## src/rtl/stat_capture_pkg.sv

```systemverilog
`timescale 1ns/1ps
package stat_capture_pkg;
  typedef enum logic [1:0] {
    CAP_HOLD = 2'd0,
    CAP_ACK  = 2'd1,
    CAP_EVT  = 2'd2
  } cap_src_e;
endpackage

```

## src/rtl/stat_rise_det.sv

```systemverilog
`timescale 1ns/1ps
module stat_rise_det #(
  parameter int W = 8
) (
  input  logic         clk_i,
  input  logic         rst_ni,
  input  logic [W-1:0] live_i,
  input  logic [W-1:0] mask_i,
  output logic         hit_o
);
  logic [W-1:0] prev_q;

  always_ff @(posedge clk_i or negedge rst_ni) begin
    if (!rst_ni) prev_q <= '0;
    else         prev_q <= live_i;
  end

  assign hit_o = |(live_i & ~prev_q & mask_i);
endmodule

```

## src/rtl/stat_irq_ctl.sv

```systemverilog
`timescale 1ns/1ps
module stat_irq_ctl (
  input  logic clk_i,
  input  logic rst_ni,
  input  logic evt_i,
  input  logic clr_i,
  output logic pend_o
);
  logic pend_q;

  // event wins over a coincident clear
  always_ff @(posedge clk_i or negedge rst_ni) begin
    if (!rst_ni) pend_q <= 1'b0;
    else         pend_q <= evt_i | (pend_q & ~clr_i);
  end

  assign pend_o = pend_q;
endmodule

```

## src/rtl/stat_snap_reg.sv

```systemverilog
`timescale 1ns/1ps
module stat_snap_reg #(
  parameter int W = 8
) (
  input  logic         clk_i,
  input  logic         rst_ni,
  input  logic         load_i,
  input  logic [W-1:0] d_i,
  output logic [W-1:0] q_o
);
  logic [W-1:0] q_q;

  always_ff @(posedge clk_i or negedge rst_ni) begin
    if (!rst_ni)     q_q <= '0;
    else if (load_i) q_q <= d_i;
  end

  assign q_o = q_q;
endmodule

```

## src/rtl/stat_capture.sv

```systemverilog
`timescale 1ns/1ps
module stat_capture
  import stat_capture_pkg::*;
#(
  parameter int NUM_REGS = 3,
  parameter int REG_W    = 8
) (
  input  logic                      clk_i,
  input  logic                      rst_ni,
  input  logic [NUM_REGS*REG_W-1:0] stat_live_i,
  input  logic [NUM_REGS*REG_W-1:0] stat_mask_i,
  input  logic                      rd_ack_i,
  input  logic                      irq_clr_i,
  output logic [NUM_REGS*REG_W-1:0] stat_held_o,
  output logic                      irq_no
);
  localparam int NW = NUM_REGS * REG_W;

  logic [NUM_REGS-1:0] hit;
  logic                evt;
  logic                pend;
  logic                frozen;
  cap_src_e            cap_src;

  for (genvar k = 0; k < NUM_REGS; k++) begin : g_reg
    stat_rise_det #(.W(REG_W)) u_rise (
      .clk_i  (clk_i),
      .rst_ni (rst_ni),
      .live_i (stat_live_i[k*REG_W +: REG_W]),
      .mask_i (stat_mask_i[k*REG_W +: REG_W]),
      .hit_o  (hit[k])
    );

    stat_snap_reg #(.W(REG_W)) u_snap (
      .clk_i  (clk_i),
      .rst_ni (rst_ni),
      .load_i (cap_src != CAP_HOLD),
      .d_i    (stat_live_i[k*REG_W +: REG_W]),
      .q_o    (stat_held_o[k*REG_W +: REG_W])
    );
  end

  assign evt = |hit;

  stat_irq_ctl u_irq (
    .clk_i  (clk_i),
    .rst_ni (rst_ni),
    .evt_i  (evt),
    .clr_i  (irq_clr_i),
    .pend_o (pend)
  );

  // a clear in this cycle releases the freeze for this cycle's capture
  assign frozen = pend & ~irq_clr_i;

  always_comb begin
    cap_src = CAP_HOLD;
    if (!frozen) begin
      if (evt)           cap_src = CAP_EVT;
      else if (rd_ack_i) cap_src = CAP_ACK;
    end
  end

  assign irq_no = ~pend;

  logic [NW-1:0] unused_w;
  assign unused_w = '0;
endmodule

```

## config.mk

```make
export PLATFORM = sky130hd
export DESIGN_NAME = stat_capture
export DESIGN_NICKNAME = d
export VERILOG_FILES = /design/src/rtl/stat_capture_pkg.sv /design/src/rtl/stat_rise_det.sv /design/src/rtl/stat_irq_ctl.sv /design/src/rtl/stat_snap_reg.sv /design/src/rtl/stat_capture.sv
export SDC_FILE = /design/constraint.sdc
export NUM_CORES = 1
export LEC_CHECK = 0
export ABC_AREA = 1
export BUFFER_PORTS_ARGS = -buffer_cell sky130_fd_sc_hd__buf_2
export CAP_MARGIN = 20
export CORE_UTILIZATION = 47
export CTS_BUF_LIST = sky130_fd_sc_hd__clkbuf_8 sky130_fd_sc_hd__clkbuf_16
export DETAILED_ROUTE_END_ITERATION = 6
export PLACE_DENSITY = 0.78
export SLEW_MARGIN = 10
export SYNTH_ARGS = -nofsm -noshare
export SYNTH_HDL_FRONTEND = slang
export SYNTH_SLANG_ARGS = --single-unit
```

## constraint.sdc

```tcl
create_clock -name clk_i -period 1.6 [get_ports clk_i]
set_input_delay 0.16 -clock clk_i [delete_from_list [all_inputs] [get_ports clk_i]]
set_output_delay 0.16 -clock clk_i [all_outputs]
set_load 0.02 [all_outputs]
```

==> impl_metrics.yaml <==
status:
  status: "complete, no violations"
layout:
  drive_above_1_share_pct: 33.0
  synthToLayoutAreaGrowth_pct: 43.6
  fin_util_pct: 72.0
  layout.filler_cells: 284
  design_area_um2: 2720
  multiInputGateArea_um2: 592
  seqCellArea_um2: 1230
  design.final.nets: 348
  num_antenna_cells: 0
clock_network:
  clock-root-buffer: "clkbuf_8"
  cts.reportedPaths.clkPinSlew_ns: 0.08
  cts_max_level: 2
  worst_skew_pair.late_latency_ns: 0.30
  clock_tree_from_tritoncts: "yes"
  clock_sink_count: 49
  clock_path_buffers: 2
  tritoncts.num_buffers: 5
synth:
  yosysTopAreaCell: "dfrtp_1"
  synthesis.yosys.warnings: 0
  synth-adder-area-share_pct: 0
  synth_compound_area_share_pct: 0
  netlist_area_um2: 1890
  synth.distinct_cells: 14
  synth_xor_area_share_pct: 0
  yosys-mux-area-fraction_pct: 0
  syn-mean-instance-area_um2: 10.0
  ys_seq_elements: 49
  synth.yosys.seq_area_share_pct: 64.9
  synth_top_area_share_pct: 64.9
  synthCells: 189
  synth_top_cells_by_area: "dfrtp_1 (65%), nand2_1 (12%), nand3_1 (10%)"
  post_synth_and_or_nand_nor_area_fraction_pct: 29.8
  synth_top_family_by_area: "simple AND/OR/NAND/NOR gates"
  syn-num-nets: 241
power:
  vdd_drop_max_mv: 0.752
  power_density_nw_per_um2: 976
  power.leakage_nw: 1.48
grt:
  grt_use_total_pct: 23.3
  global_route.overflow_total: 0
  antenna_found_initial: 0
  wire_length_of_the_first_global_routing_pass_um: 7310
  grt_pass1_vias: 1570
  grt_start_max_net_pins: 25
critical_path:
  cp_max_fo: 8
  max_stage_delay_ns: 0.34
  crit_path_top_delay_cell: "dfrtp_1"
  crit_top_cell: "nand2_1"
  critPathCaptureType: "flip-flop"
  crit_path_cell_trace: "inv_1, nand3_1, nand2_1, nor2_2, nand2_1, nor2_4, nand3_4, buf_4, nand3_1, nand2_1"
  timing.critical_path.arrival_ns: 1.69
  worst-setup-path-type: "flip-flop to flip-flop"
  critPathLaunchType: "flip-flop"
  required_ns: 1.79
  critPathBufInv: 2
  cpLargestDelayFamily: "simple AND/OR/NAND/NOR gates"
sta:
  pins_over_slew_limit: 0
  finalSetupTns_ns: 0
  count_of_final_hold_check_violations: 0
  fin_worst_skew_ns: 0.00502
  worst_pin_slew_ns: 0.449
  period_needed_ns: 1.50
  maxSlewHeadroom_pct: 70.1
  achievable-frequency_ghz: 0.667
  final_min_period_over_clock_period_pct: 93.7
  final-setup-viol-count: 0
  setup_slack_ns: 0.102
  grt_setup_unrepaired: "false"
job:
  timing.max_cap.violations: 0
routing:
  met2RoutedLength_um: 2280
  route.detailed.vias_per_inst: 4.88
  met3_length_um: 234
  top_layer: "met4"
  number_of_drc_violations_after_detailed_routing_iteration_0: 101
  post-route-drc-count: 0
  route.vias.total: 1682
  drtAntennaViolNets: 0
  drt_first_pass_iters: 4
  route.layer.met1.wl_um: 1970
  route.detailed.wl_per_inst_um: 13.3
  wirelength_um: 4590
placement:
  detailedPlacementHpwl_um: 3000
  detailed_place.area_um2: 2340
  routabilityCongestion: 0.800
  placement.io_buffers: 76
  post_place_worst_slack_ns: 0.0637
die:
  rows: 22
  die-height_um: 65.4
  dieWidth_um: 65.4
  design.core.area_um2: 3770
  effective_utilization_at_floorplan_pct: 50.1
  ioPinCount: 77
  fp.dieArea_um2: 4280
min_path:
  holdCritPathClass: "input port to flip-flop"
[worst register-to-register path, cell delays in order (launching register included)]
cell     delay [ns]
dfrtp_1        0.34
inv_1          0.04
nand3_1        0.07
nand2_1        0.07
nor2_2         0.13
nand2_1        0.10
nor2_4         0.16
nand3_4        0.16
buf_4          0.21
nand3_1        0.07
nand2_1        0.06
[cell usage in the layout (no fill, tap or decap)]
cell and count:
dlygate4sd3_1 23, inv_1 15, nor2_4 1, or2_2 1, dfrtp_1 49, buf_12 1, nor2_1 3, buf_6 1
nand3b_1 11, nand3_4 1, buf_4 5, nand2_8 1, nand3_1 38, nand2_1 58, nor2_2 2, nand4_1 2
nand3_2 1, buf_2 76, clkinv_2 1, clkbuf_8 7
[where the power goes]
group          switching, mW  internal, mW
combinational          0.292         0.207
clock                  0.377         0.390
sequential            0.0475          1.34
[registers in the layout, summed over array words and instances, names as in the netlist]
| register | count |
|---|---|
| g.u_rise.prev_q | 24 |
| g.u_snap.q_o | 24 |
| u_irq.pend_o | 1 |
[metal layers]
layer / vias up / track usage (%)
li1: 822 / -
met1: 794 / 30.1
met2: 57 / 38.3
met3: 9 / 5.21
met4: 0 / 8.70
met5: - / 0
[cell families after synthesis]
group | Yosys count
DFF | 49
buffers and inverters | 22
and+or+nand+nor | 118
[final cells by class]
class / count / area share, %
flip-flops and latches: 49 / 45.2
repair buffers: 106 / 25.0
multi-input cells: 119 / 21.8
clock buffers: 7 / 3.55
well taps: 48 / 2.21
inverters: 15 / 2.07
clock inverters: 1 / 0.184
[metrics by stage]
step | hold WS (ns) | power (mW) | std cells
floorplan | -0.136 | 1.63 | 189
global placement | 0.121 | 1.84 | 311
detailed placement | 0.124 | 1.84 | 311
CTS | 0.000522 | 2.64 | 340
global route | 0.00169 | 2.78 | 345
finish | 0.0138 | 2.65 | 345
[timing repair]
action / 4_1_cts / 5_1_grt
resized for setup: 0 / 5
hold buffers: 21 / 2
endpoints found under the setup margin: 0 / 24
buffers inserted: 0 / 2
hold endpoints to repair: 36 / 2
[Yosys cell counts]
cell and n:
nand4_1 2, nand2_1 58, nand2_4 1, nand3_4 1
buf_1 2, nand3_1 38, nand3b_1 11, buf_6 2
buf_2 3, nor2_1 5, or2_2 1, dfrtp_1 49
nor2_2 1, inv_1 15
[final timing paths]
kind	start	end	slack (ns)	depth (start not counted)
max in group asynchronous	rst_ni	g_reg[1].u_rise.prev_q[3]	0.73	3
worst min register to register	g_reg[0].u_snap.q_o[3]	g_reg[0].u_snap.q_o[3]	0.47	2
worst max register to register	g_reg[0].u_rise.prev_q[3]	g_reg[1].u_snap.q_o[0]	0.10	10
worst min-delay path	stat_live_i[10]	g_reg[1].u_rise.prev_q[2]	0.01	1
min in group asynchronous	rst_ni	g_reg[2].u_rise.prev_q[2]	0.33	2
worst max-delay path	g_reg[0].u_rise.prev_q[3]	g_reg[1].u_snap.q_o[0]	0.10	10
(Power assumes the default switching activity.)
